$ cat src/rtl/uop_disp_pkg.sv
package uop_disp_pkg;
  localparam int CLS_W     = 4;
  localparam int PREC_W    = 2;
  localparam int LAT_W     = 7;
  localparam int NUM_PORTS = 5;
  localparam int MAX_LAT   = 69;
  localparam int WB_DEPTH  = MAX_LAT + 2;

  localparam logic [CLS_W-1:0] C_ALU   = 4'd0;
  localparam logic [CLS_W-1:0] C_CPLX  = 4'd1;
  localparam logic [CLS_W-1:0] C_FADD  = 4'd2;
  localparam logic [CLS_W-1:0] C_FMUL  = 4'd3;
  localparam logic [CLS_W-1:0] C_FDIV  = 4'd4;
  localparam logic [CLS_W-1:0] C_FSQRT = 4'd5;
  localparam logic [CLS_W-1:0] C_LOAD  = 4'd6;
  localparam logic [CLS_W-1:0] C_STA   = 4'd7;
  localparam logic [CLS_W-1:0] C_STD   = 4'd8;

  // completion latency of a port-0 micro-op
  function automatic logic [LAT_W-1:0] p0_latency(input logic [CLS_W-1:0] c,
                                                  input logic [PREC_W-1:0] p);
    logic [LAT_W-1:0] l;
    case (c)
      C_FADD:  l = 7'd3;
      C_FMUL:  l = 7'd5;
      C_FDIV:  l = (p == 2'd0) ? 7'd18 : (p == 2'd1) ? 7'd27 : 7'd36;
      C_FSQRT: l = (p == 2'd0) ? 7'd29 : (p == 2'd1) ? 7'd49 : 7'd69;
      default: l = 7'd1;
    endcase
    return l;
  endfunction

  function automatic logic uses_divider(input logic [CLS_W-1:0] c);
    return (c == C_FDIV) || (c == C_FSQRT);
  endfunction
endpackage

$ cat src/rtl/uop_oldest_pick.sv
module uop_oldest_pick #(
  parameter int NUM_ENT = 8,
  parameter int AGE_W   = 4,
  localparam int IDX_W  = $clog2(NUM_ENT)
) (
  input  logic [NUM_ENT-1:0]       req_i,
  input  logic [NUM_ENT*AGE_W-1:0] age_i,
  output logic                     vld_o,
  output logic [IDX_W-1:0]         idx_o
);
  logic [AGE_W-1:0] best_age;

  always_comb begin
    vld_o    = 1'b0;
    idx_o    = '0;
    best_age = '1;
    for (int i = 0; i < NUM_ENT; i++) begin
      if (req_i[i] && (!vld_o || age_i[i*AGE_W +: AGE_W] < best_age)) begin
        vld_o    = 1'b1;
        idx_o    = IDX_W'(i);
        best_age = age_i[i*AGE_W +: AGE_W];
      end
    end
  end
endmodule

$ cat src/rtl/div_busy_track.sv
module div_busy_track #(
  parameter int LAT_W = 7
) (
  input  logic             clk,
  input  logic             rst,
  input  logic             start_i,
  input  logic [LAT_W-1:0] lat_i,
  output logic             busy_o
);
  logic [LAT_W-1:0] remain;

  always_ff @(posedge clk) begin
    if (rst)               remain <= '0;
    else if (start_i)      remain <= lat_i - 1'b1;
    else if (remain != '0) remain <= remain - 1'b1;
  end

  assign busy_o = (remain != '0);
endmodule

$ cat src/rtl/wb_slot_rsv.sv
module wb_slot_rsv #(
  parameter int DEPTH = 71,
  parameter int LAT_W = 7
) (
  input  logic             clk,
  input  logic             rst,
  input  logic             set_i,
  input  logic [LAT_W-1:0] lat_i,
  output logic [DEPTH-1:0] taken_o
);
  // bit k set: a port-0 result completes k edges after the latest edge
  always_ff @(posedge clk) begin
    if (rst) taken_o <= '0;
    else     taken_o <= (taken_o >> 1) | (set_i ? (DEPTH'(1) << lat_i) : '0);
  end
endmodule

$ cat src/rtl/uop_dispatch_arb.sv
module uop_dispatch_arb
  import uop_disp_pkg::*;
#(
  parameter int NUM_ENT = 8,
  parameter int AGE_W   = 4,
  localparam int IDX_W  = $clog2(NUM_ENT)
) (
  input  logic                         clk,
  input  logic                         rst,
  input  logic [NUM_ENT-1:0]           ent_valid,
  input  logic [NUM_ENT-1:0]           ent_ready,
  input  logic [NUM_ENT*CLS_W-1:0]     ent_cls,
  input  logic [NUM_ENT*PREC_W-1:0]    ent_prec,
  input  logic [NUM_ENT*AGE_W-1:0]     ent_age,
  output logic [NUM_PORTS-1:0]         gnt_vld,
  output logic [NUM_PORTS*IDX_W-1:0]   gnt_idx
);
  localparam int NUM_LSU = 3;

  logic [WB_DEPTH-1:0]           wb_taken;
  logic                          div_busy;
  logic [NUM_ENT-1:0]            req_p1, req_p0x, alu_p0, req_p0a;
  logic [NUM_LSU-1:0][NUM_ENT-1:0] req_lsu;
  logic                          p1_vld, p0x_vld, p0a_vld, p0_vld;
  logic [IDX_W-1:0]              p1_idx, p0x_idx, p0a_idx, p0_idx;
  logic [NUM_LSU-1:0]            lsu_vld;
  logic [IDX_W-1:0]              lsu_idx [NUM_LSU];
  logic [CLS_W-1:0]              p0_cls;
  logic [LAT_W-1:0]              p0_lat;
  logic                          p0_div;

  // eligibility masks per port
  always_comb begin
    req_p1  = '0;
    req_p0x = '0;
    alu_p0  = '0;
    req_lsu = '0;
    for (int i = 0; i < NUM_ENT; i++) begin
      logic [CLS_W-1:0] c;
      logic [LAT_W-1:0] l;
      logic             live, slot_ok;
      c       = ent_cls[i*CLS_W +: CLS_W];
      l       = p0_latency(c, ent_prec[i*PREC_W +: PREC_W]);
      live    = ent_valid[i] & ent_ready[i];
      slot_ok = !wb_taken[l + 7'd1];
      req_p1[i]  = live && (c == C_ALU);
      alu_p0[i]  = live && (c == C_ALU) && slot_ok;
      req_p0x[i] = live && slot_ok &&
                   ((c == C_CPLX) || (c == C_FADD) || (c == C_FMUL) ||
                    (uses_divider(c) && !div_busy));
      for (int k = 0; k < NUM_LSU; k++)
        req_lsu[k][i] = live && (c == C_LOAD + CLS_W'(k));
    end
  end

  uop_oldest_pick #(.NUM_ENT(NUM_ENT), .AGE_W(AGE_W)) u_pick_p1 (
    .req_i(req_p1), .age_i(ent_age), .vld_o(p1_vld), .idx_o(p1_idx));

  uop_oldest_pick #(.NUM_ENT(NUM_ENT), .AGE_W(AGE_W)) u_pick_p0x (
    .req_i(req_p0x), .age_i(ent_age), .vld_o(p0x_vld), .idx_o(p0x_idx));

  // simple integer overflow to port 0, excluding the port-1 winner
  always_comb begin
    req_p0a = alu_p0;
    if (p1_vld) req_p0a[p1_idx] = 1'b0;
  end

  uop_oldest_pick #(.NUM_ENT(NUM_ENT), .AGE_W(AGE_W)) u_pick_p0a (
    .req_i(req_p0a), .age_i(ent_age), .vld_o(p0a_vld), .idx_o(p0a_idx));

  for (genvar k = 0; k < NUM_LSU; k++) begin : g_lsu
    uop_oldest_pick #(.NUM_ENT(NUM_ENT), .AGE_W(AGE_W)) u_pick (
      .req_i(req_lsu[k]), .age_i(ent_age), .vld_o(lsu_vld[k]), .idx_o(lsu_idx[k]));
  end

  assign p0_vld = p0x_vld | p0a_vld;
  assign p0_idx = p0x_vld ? p0x_idx : p0a_idx;
  assign p0_cls = ent_cls[int'(p0_idx)*CLS_W +: CLS_W];
  assign p0_lat = p0_latency(p0_cls, ent_prec[int'(p0_idx)*PREC_W +: PREC_W]);
  assign p0_div = p0_vld && uses_divider(p0_cls);

  div_busy_track #(.LAT_W(LAT_W)) u_div (
    .clk(clk), .rst(rst), .start_i(p0_div), .lat_i(p0_lat), .busy_o(div_busy));

  wb_slot_rsv #(.DEPTH(WB_DEPTH), .LAT_W(LAT_W)) u_wb (
    .clk(clk), .rst(rst), .set_i(p0_vld), .lat_i(p0_lat), .taken_o(wb_taken));

  always_ff @(posedge clk) begin
    if (rst) begin
      gnt_vld <= '0;
      gnt_idx <= '0;
    end else begin
      gnt_vld <= {lsu_vld[2], lsu_vld[1], lsu_vld[0], p1_vld, p0_vld};
      gnt_idx <= {lsu_idx[2], lsu_idx[1], lsu_idx[0], p1_idx, p0_idx};
    end
  end
endmodule

$ cat config.mk
export PLATFORM = sky130hd
export DESIGN_NAME = uop_dispatch_arb
export DESIGN_NICKNAME = d
export VERILOG_FILES = /design/src/rtl/uop_disp_pkg.sv /design/src/rtl/uop_oldest_pick.sv /design/src/rtl/div_busy_track.sv /design/src/rtl/wb_slot_rsv.sv /design/src/rtl/uop_dispatch_arb.sv
export SDC_FILE = /design/constraint.sdc
export NUM_CORES = 1
export LEC_CHECK = 0
export BUFFER_PORTS_ARGS = -buffer_cell sky130_fd_sc_hd__buf_4
export CAP_MARGIN = 25
export CORE_MARGIN = 4
export CORE_UTILIZATION = 32
export DETAILED_ROUTE_END_ITERATION = 8
export PLACE_DENSITY = 0.57
export SYNTH_ARGS = -nofsm -noshare
export SYNTH_HDL_FRONTEND = slang
export SYNTH_SLANG_ARGS = --single-unit
export TNS_END_PERCENT = 1
$ cat constraint.sdc
create_clock -name clk -period 48.2 [get_ports clk]
set_input_delay 7.23 -clock clk [delete_from_list [all_inputs] [get_ports clk]]
set_output_delay 7.23 -clock clk [all_outputs]
set_load 0.005 [all_outputs]
* After elaboration in Yosys (flattened, before gate mapping)
Cells that the tools add are included. Widths: inputs -> output; s select.
Word-level totals: register bits 98, bits in latches 0, memory bits (writable) 0, bits in read-only memories 0, input bits 98, logic and storage cells 611, memories kept 0
Operators by class: $add $sub $neg 10, multiply operators 0, div/mod/pow operators 0, magnitude comparators 52, equality and inequality tests 77, shifts and indexed selects 3, mux-type cells 200, bitwise gates (word level) 12, reduce and logical (&&, ||, !) cells 253
Operators by type and width (number):
- $pmux 7 s4 | 9
- $lt 4x4->1 | 42
- $mux 4 | 42
- $mux 7 | 20
- $eq 4x3->1 const B | 34
- $logic_and 1x1->1 | 108
- $mux 6 | 18
- $logic_or 1x1->1 | 75
- $mux 3 | 25
- $eq 4x2->1 const B | 18
- $mux 71 | 1
- $or 70x71->71 | 1
- $shl 1x7->71 const A | 1
- $lt 7x8->1 const B | 8
- $mux 1 | 63
- $add 7x1->7 const B | 8
- $bmux 1 s7 | 8
- $logic_not 1->1 | 51
- $eq 4x1->1 const B | 8
- $eq 4x4->1 const B | 8
- $logic_not 4->1 | 8
- $shiftx 32x6->4 | 1
- $mux 2 | 12
- $eq 2x1->1 const B | 9
- 13 further kinds | 29

* Logic depth before layout (Yosys ltp)
Gate-level depths: netlist of run 1.
depth after elaboration 76, mapped depth 138

* By module
A second synthesis of run 1 with hierarchy kept.
Unflattened totals: cells, all modules 2248, area, all modules 19034.5 µm²
Modules (own cells, without submodules):
- uop_dispatch_arb | instances 1, cells each 750, area an instance 6877.8 µm²
- wb_slot_rsv | instances 1, cells each 258, area an instance 2842.7 µm²
- uop_oldest_pick at u_pick_p0x | instances 1, cells each 202, area an instance 1586.5 µm²
- uop_oldest_pick at u_pick_p0a | instances 1, cells each 201, area an instance 1470.2 µm²
- uop_oldest_pick at u_pick_p1 | instances 1, cells each 198, area an instance 1467.7 µm²
- uop_oldest_pick at g_lsu[1].u_pick | instances 1, cells each 198, area an instance 1435.1 µm²
- uop_oldest_pick at g_lsu[2].u_pick | instances 1, cells each 194, area an instance 1426.4 µm²
- uop_oldest_pick at g_lsu[0].u_pick | instances 1, cells each 195, area an instance 1405.1 µm²
- div_busy_track | instances 1, cells each 52, area an instance 523.0 µm²

* Worst setup path after synthesis of run 1
Ideal clock, no wire load.
kind input to register, from input port ent_cls[2], to register u_div.remain[4], arrival 29.252 ns, data required time 48.077 ns, path slack 18.825 ns, stages 128, cell sequence buf_2 -> nor3_1 -> nand2_1 -> nor2_1 -> ha_1 -> o211ai_1 -> and2_1 -> a21oi_2 -> nor2_1 -> a21oi_1 -> inv_1 -> ha_1 -> nand3_1 -> o2111a_1 -> o21ai_1 -> nand2_1 -> o21ai_0 -> inv_1 -> [... 92 more ...] -> a2111o_1 -> o41ai_1 -> a31oi_4 -> o211ai_4 -> nand2_4 -> buf_4 -> o2111a_1 -> or4_1 -> nor2_1 -> nor2_1 -> nor2_1 -> nor2_1 -> ha_1 -> inv_1 -> nor2_1 -> o31ai_1 -> o21ai_0 -> nor3b_2
Between the ends: longest elaborated chain between the ends 75, elaborated cells between the ends (all ways) 198, classes of those cells add/sub: 2; order compare: 23; eq/ne: 10; shift: 2; mux: 79; bitwise: 3; reduce/logical: 79
RTL lines:
- from (decl) | RTL line uop_dispatch_arb.sv:12 | input logic [NUM_ENT*CLS_W-1:0] ent_cls,
- $logic_not 4->1 | RTL line uop_dispatch_arb.sv:46, uop_dispatch_arb.sv:47
- $logic_and 1x1->1 | RTL line uop_dispatch_arb.sv:46, uop_dispatch_arb.sv:47
- $mux 4 / $mux 1 (equally long branches) | RTL line uop_oldest_pick.sv:18 | if (req_i[i] && (!vld_o || age_i[i*AGE_W +: AGE_W] < best_age)) begin
- $lt 4x4->1 / $logic_not 1->1 (equally long branches) | RTL line uop_oldest_pick.sv:18
- $logic_or 1x1->1 | RTL line uop_oldest_pick.sv:18
- $logic_and 1x1->1 | RTL line uop_oldest_pick.sv:18
- $mux 4 / $mux 1 (equally long branches) | RTL line uop_oldest_pick.sv:18
- $lt 4x4->1 / $logic_not 1->1 (equally long branches) | RTL line uop_oldest_pick.sv:18
- [... 58 more ...]
- $mux 3 | RTL line uop_oldest_pick.sv:18
- $mux 3 | RTL line uop_dispatch_arb.sv:77 | assign p0_idx = p0x_vld ? p0x_idx : p0a_idx;
- $shiftx 16x5->2 | RTL line uop_dispatch_arb.sv:79 | assign p0_lat = p0_latency(p0_cls, ent_prec[int'(p0_idx)*PREC_W +: PREC_W]);
- $eq 2x1->1 | RTL line uop_disp_pkg.sv:26, uop_disp_pkg.sv:27
- $mux 6 / $mux 7 (equally long branches) (2 in series) | RTL line uop_disp_pkg.sv:26, uop_disp_pkg.sv:27
- $pmux 7 s4 | RTL line uop_disp_pkg.sv:23 | case (c)
- $sub 7x1->7 | RTL line div_busy_track.sv:14 | else if (start_i) remain <= lat_i - 1'b1;
- $mux 7 | RTL line div_busy_track.sv:14
- to (signal assigned) | RTL line div_busy_track.sv:14
- to (signal assigned) | RTL line div_busy_track.sv:15 | else if (remain != '0) remain <= remain - 1'b1;
- to (decl) | RTL line div_busy_track.sv:10 | logic [LAT_W-1:0] remain;
Parallel ways exist; a longest one is shown, timed or not. The select of a mux whose other input is x is not followed. A chain may end at the register's enable or synchronous reset.

* Final worst setup path of run 1
from input port ent_cls[0], to register u_div.remain[4]
The elaborated chain is that of the path after synthesis.

==> flow_summary.yaml, run 1 <==
run_status:
  status: "complete, no violations"
synth:
  netlist_instances: 2017
  synth_warnings: 0
  synth.distinct_cells: 112
  synth_area_mm2: 0.0166
  synth_ff_type: "dfxtp_1"
  seq_area_frac_synth: 0.118
  synth_seq_cells: 98
  syn_avg_cell_area_um2: 8.23
  async_flop_share: 0
  syn_nets: 2230
  synth-edff-count: 0
floorplan:
  start_util: 0.324
  core_area_mm2: 0.0513
  pin_count: 118
  dieWidth_um: 236
  die_y_um: 236
  die_area_mm2: 0.0556
  rows: 83
route:
  met2_length_um: 34100
  viasPerCell: 6.33
  first_pass_iters: 5
  drc: 0
  route.vias.total: 17400
  wl_per_cell_um: 25.3
  top_layer: "met5"
  ant_nets: 0
  m1WireLength_um: 27400
  wl_met3_um: 5090
  drtIter0Drc: 1880
  drt-total-wl_um: 69500
clock_tree:
  post_cts_buffers: 0
  cts_made_buffers: 9
  insertion_delay_ns: 0.39
  numClockSinks: 98
  cts_root_buffer: "clkbuf_16"
  cts-resized-gates: 0
  clockBufferDepth: 2
  cts_tree: "yes"
  cts_hold_buffers: 0
  path_clk_slew_ns: 0.08
  htreeDepth: 3
power:
  p_leak_nw: 8.03
  p_seq_frac: 0.277
  switchingPower_uw: 143
  pwr-share-clk: 0.246
  internal-power_uw: 185
  sw_frac_of_total: 0.436
  p_comb_frac: 0.478
  power_per_cell_area_mw_per_mm2: 17.7
  power_uw: 327
  ir_worst_vdd_mv: 0.0230
grt:
  grt_max_degree: 96
  grt_pass1_vias: 16900
  grt_pass1_wl_um: 104000
  track_usage: 0.240
  overflow: 0
  antenna_found_initial: 2
placement:
  globalplace.congestion: 0.956
  io_buffer_count: 117
  hpwl_um: 54400
worst_setup_path:
  path_depth: 122
  crit_slowest_cell: "nor3_1"
  crit_arrival_ns: 33.85
  critPathLaunchType: "input port"
  end_kind: "flip-flop"
  crit-reg2reg-launch: "u_wb.taken_o[50]$_SDFF_PP0_"
  crit_family: "compound AO/OA/AOI/OAI gates"
  path_class: "input port to flip-flop"
  rr_worst_depth: 70
  rrSetupSlack_ns: 31.63
  rr_endpoint: "u_div.remain[4]$_SDFFE_PP0P_"
  required_ns: 48.48
  path_max_fanout: 19
  slowest_delay_ns: 0.66
  critPathMostFrequentCell: "nor2_1"
  path_buf_inv: 9
flow_run:
  maxCapViolations: 0
min_path:
  worst_hold_path.endpoint: "u_div.remain[0]$_SDFFE_PP0P_"
  worstHoldStart: "u_div.remain[0]$_SDFFE_PP0P_"
  min_path_cells: 1
  hold_class: "flip-flop to flip-flop"
cells_and_area:
  fin_nets: 2280
  final_cell_mix: "224 x nor2_1, 134 x a21oi_1, 134 x buf_4"
  syn_to_final_growth_pct: 11.3
  register_area_mm2: 0.00196
  final_common_cell: "nor2_1"
  n_antenna_cell: 0
  drive_above_1_share: 0.186
  nFillCells: 5314
  multi_input_area_mm2: 0.0138
sta:
  rsz0062_at_grt: "false"
  fin_crit_sh: 0.697
  setup_tns_ns: 0
  finalSetupViolCount: 0
  hold_violations: 0
  max_slew_margin: 0.321
  min_period_ns: 33.58
  worst_pin_slew_ns: 1.02
  slew_violations: 0
  max_freq_mhz: 29.8
  finClkSkew_ns: 0.0119
-- how the worst max path moves through the flow --
stage          slack (ns)                      endpoint        from
2_1_floorplan       18.83  u_div.remain[4]$_SDFFE_PP0P_  ent_cls[2]
3_3_place_gp        15.53  u_div.remain[4]$_SDFFE_PP0P_  ent_cls[0]
3_5_place_dp        14.73  u_div.remain[4]$_SDFFE_PP0P_  ent_cls[0]
4_1_cts             15.02  u_div.remain[4]$_SDFFE_PP0P_  ent_cls[0]
5_1_grt             12.44  u_div.remain[4]$_SDFFE_PP0P_  ent_cls[0]
6_report            14.62  u_div.remain[4]$_SDFFE_PP0P_  ent_cls[0]
-- registers in the layout, indices dropped and copies added, names as in the netlist --
signal and cells:
u_div.remain 7, gnt_idx 15, gnt_vld 5, u_wb.taken_o 71
-- cell families after synthesis --
family,Yosys count,share of synthesized area
simple gates,701,0.213
flops,98,0.118
fa+ha+maj,121,0.0904
other cells,1,0.000226
mux,282,0.271
buf+inv,223,0.0530
xor+xnor,21,0.0111
compound gates,570,0.243
-- cell type report --
type | count | share of cell area
tap | 680 | 0.0460
clock inverter | 6 | 0.00440
inverter | 125 | 0.0254
sequential | 98 | 0.106
clock buffer | 10 | 0.0124
timing repair buffer | 137 | 0.0576
multi-input combinational | 1696 | 0.748
-- power by group through the flow --
stage	sequential (mW)	combinational, mW	clock [mW]
finish	0.0906	0.156	0.0804
global route	0.0908	0.168	0.0856
CTS	0.0903	0.153	0.0827
detailed placement	0.0921	0.153	0
global placement	0.0920	0.149	0
floorplan	0.0902	0.104	0
-- cells in the mapped netlist, types with 34 or more instances --
library cell	count	area, µm²
ha_1	115	1440
a21oi_1	134	671
mux4_2	132	2970
inv_1	124	465
nand2_1	133	499
nor3_1	55	275
nor2_1	224	841
dfxtp_1	98	1960
nor2b_1	79	494
nand3_1	46	230
clkbuf_1	85	319
mux2i_1	127	1270
a21o_1	34	255
o21ai_0	105	526
-- worst reg2reg max path: cells and delay by family (launching register included) --
kind            cells  cell delay, ns
mux                 6            1.52
compound gates     27            7.41
fa+ha+maj           8            2.19
buf+inv             4            0.26
flops               1            0.56
simple gates       25            4.51
-- metrics by stage --
| step | cell area, µm² | util | cells | hold WS, ns | setup slack [ns] |
|---|---|---|---|---|---|
| after global placement | 18100 | 0.353 | 2732 | 0.460 | 15.53 |
| final | 18500 | 0.360 | 2752 | 0.460 | 14.62 |
| after global routing | 18500 | 0.360 | 2752 | 0.495 | 12.44 |
| after CTS | 18500 | 0.360 | 2750 | 0.463 | 15.02 |
| after detailed placement | 18100 | 0.354 | 2734 | 0.451 | 14.73 |
| after floorplan | 16600 | - | 2017 | 0.428 | 18.83 |
-- per-layer routing --
| metal | vias up | GRT usage |
|---|---|---|
| li1 | 7826 | - |
| met1 | 8554 | 0.294 |
| met2 | 876 | 0.420 |
| met3 | 163 | 0.0427 |
| met4 | 2 | 0.0941 |
| met5 | - | 0 |
Note: power is estimated with default switching activity, not from simulation.
==> run 2, diff against run 1 <==
Settings changed: PLACE_DENSITY 0.57 to 0.58.
Clock period 48.2 ns to 27.2 ns, I/O delays scaled along.
==> run 2 against run 1 <==
  * Critical endpoint unchanged
  * Utilization is 1.0 points higher
  * Worst hold slack better by 0.020 ns
  * Critical path depth grew 3
  * Clock power grew 78%
  * Flip-flop and latch count is the same
  * Via count increased by 1.2%
  * Sequential power grew 77%
  * Final cell count grew 1.6%
  * Register-to-register slack got worse by 19 ns
  * Non-clock buffer count grew 42
  * Global-route usage is 0.37 points higher
==> flow_summary.yaml, run 2 (synthesis gave the netlist of run 1 again) <==
cells_and_area:
  fin_cells: 2795
  fin_nets: 2322
  final_cell_mix: "221 x nor2_1, 176 x buf_4, 132 x nand2_1, 132 x mux4_2, 131 x a21oi_1"
  reg_top3: "u_wb.taken_o (71), gnt_idx (15), u_div.remain (7)"
  largest_reg_flops: 71
  fin_area_mm2: 0.0190
  top_register: "u_wb.taken_o"
  final_common_cell: "nor2_1"
  drive_above_1_share: 0.218
  syn_to_final_growth_pct: 14.5
clock_tree:
  numClockSinks: 98
  cts_hold_buffers: 0
  cts_made_buffers: 9
  cts_tree: "yes"
  clockBufferDepth: 2
  path_clk_slew_ns: 0.08
  cts_root_buffer: "clkbuf_16"
  htreeDepth: 3
  insertion_delay_ns: 0.37
route:
  first_pass_iters: 8
  drt-total-wl_um: 71100
  ant_nets: 0
  wl_per_cell_um: 25.4
  drtIter0Drc: 1955
  drc: 0
  route.vias.total: 17600
  viasPerCell: 6.31
floorplan:
  rows: 83
  core_area_mm2: 0.0513
  dieWidth_um: 236
  die_area_mm2: 0.0556
  pin_count: 118
  start_util: 0.324
  die_y_um: 236
worst_setup_path:
  path_depth: 125
  critPathLaunch: "ent_cls[3]"
  rr_endpoint: "u_div.remain[4]$_SDFFE_PP0P_"
  crit_arrival_ns: 26.26
  worstSetupEndpoint: "u_div.remain[4]$_SDFFE_PP0P_"
  slowest_delay_ns: 0.57
  critPathMostFrequentCell: "nor2_1"
  end_kind: "flip-flop"
  path_class: "input port to flip-flop"
  rr_worst_depth: 68
  crit-reg2reg-launch: "u_wb.taken_o[50]$_SDFF_PP0_"
  critPathLaunchType: "input port"
  path_max_fanout: 15
  crit_family: "compound AO/OA/AOI/OAI gates"
  required_ns: 27.46
  crit_slowest_cell: "or4_4"
  rrSetupSlack_ns: 12.22
  path_buf_inv: 11
grt:
  grt_pass1_vias: 17100
  overflow: 0
  antenna_found_initial: 1
  grt_max_degree: 52
  track_usage: 0.244
  grt_pass1_wl_um: 106000
sta:
  slew_violations: 0
  finalSetupViolCount: 0
  max_freq_mhz: 38.5
  min_period_ns: 26.00
  fin_crit_sh: 0.956
  finClkSkew_ns: 0.0170
  max_slew_margin: 0.308
  worst_pin_slew_ns: 1.04
  hold_slack_ns: 0.480
  layout_setup_ws_ns: 1.20
  hold_violations: 0
power:
  internal-power_uw: 342
  p_seq_frac: 0.268
  p_leak_nw: 8.24
  p_comb_frac: 0.493
  switchingPower_uw: 257
  power_per_cell_area_mw_per_mm2: 31.5
  ir_worst_vdd_mv: 0.0292
  power_uw: 598
  pwr-share-clk: 0.239
  sw_frac_of_total: 0.429
placement:
  globalplace.congestion: 0.990
  dp_slack_ns: -0.427
  io_buffer_count: 117
  place_area_mm2: 0.0183
  hpwl_um: 55200
  place_inst: 2759
run_status:
  status: "complete, no violations"
flow_run:
  maxCapViolations: 0
min_path:
  hold_class: "flip-flop to flip-flop"
## run 2: layout make-up
class	count	area (µm²)
Sequential cell	98	1960
Multi-Input combinational cell	1696	14000
Clock inverter	5	67.6
Inverter	125	469
Timing Repair Buffer	179	1370
Fill cell	5317	32300
Clock buffer	11	253
Tap cell	680	851
Antenna cell	1	2.50
## run 2: worst min path at each step
stage                                  from                           end  slack (ns)  cells after the start
5_1_grt        u_div.remain[0]$_SDFFE_PP0P_  u_div.remain[0]$_SDFFE_PP0P_        0.52                      1
2_1_floorplan  u_div.remain[0]$_SDFFE_PP0P_  u_div.remain[0]$_SDFFE_PP0P_        0.43                      1
3_5_place_dp   u_div.remain[5]$_SDFFE_PP0P_  u_div.remain[5]$_SDFFE_PP0P_        0.48                      2
3_3_place_gp   u_div.remain[0]$_SDFFE_PP0P_  u_div.remain[0]$_SDFFE_PP0P_        0.47                      1
4_1_cts        u_div.remain[5]$_SDFFE_PP0P_  u_div.remain[5]$_SDFFE_PP0P_        0.49                      2
6_report       u_div.remain[5]$_SDFFE_PP0P_  u_div.remain[5]$_SDFFE_PP0P_        0.48                      2
## run 2: metal layers
| layer | GRT usage | wire length, µm | vias to the layer above |
|---|---|---|---|
| li1 | - | - | 7901 |
| met1 | 0.311 | 27600 | 8626 |
| met2 | 0.413 | 34100 | 924 |
| met3 | 0.0333 | 5870 | 175 |
| met4 | 0.105 | 3500 | 0 |
| met5 | 0 | 0 | - |
## run 2: power by group through the flow
stage / sequential (mW) / clock (mW) / combinational, mW
after floorplan: 0.160 / 0 / 0.183
after global placement: 0.163 / 0 / 0.272
after detailed placement: 0.163 / 0 / 0.277
after CTS: 0.160 / 0.147 / 0.278
after global routing: 0.161 / 0.152 / 0.319
final: 0.160 / 0.143 / 0.295
## run 2: worst min-delay path, cell delays in order, from the launching register on
cell	delay (ns)
dfxtp_1	0.31
nand2_1	0.05
a31oi_1	0.07
## run 2: timing repair
item	CTS	global route
buffers inserted	0	15
gates resized for setup	2	54
setup endpoints to repair	2	18
pin swaps	0	8
## run 2: per-stage QoR
stage          utilization  TNS, ns
5_1_grt              0.371   -0.138
2_1_floorplan            -        0
4_1_cts              0.363        0
6_report             0.371        0
3_3_place_gp         0.357        0
3_5_place_dp         0.357    -1.11
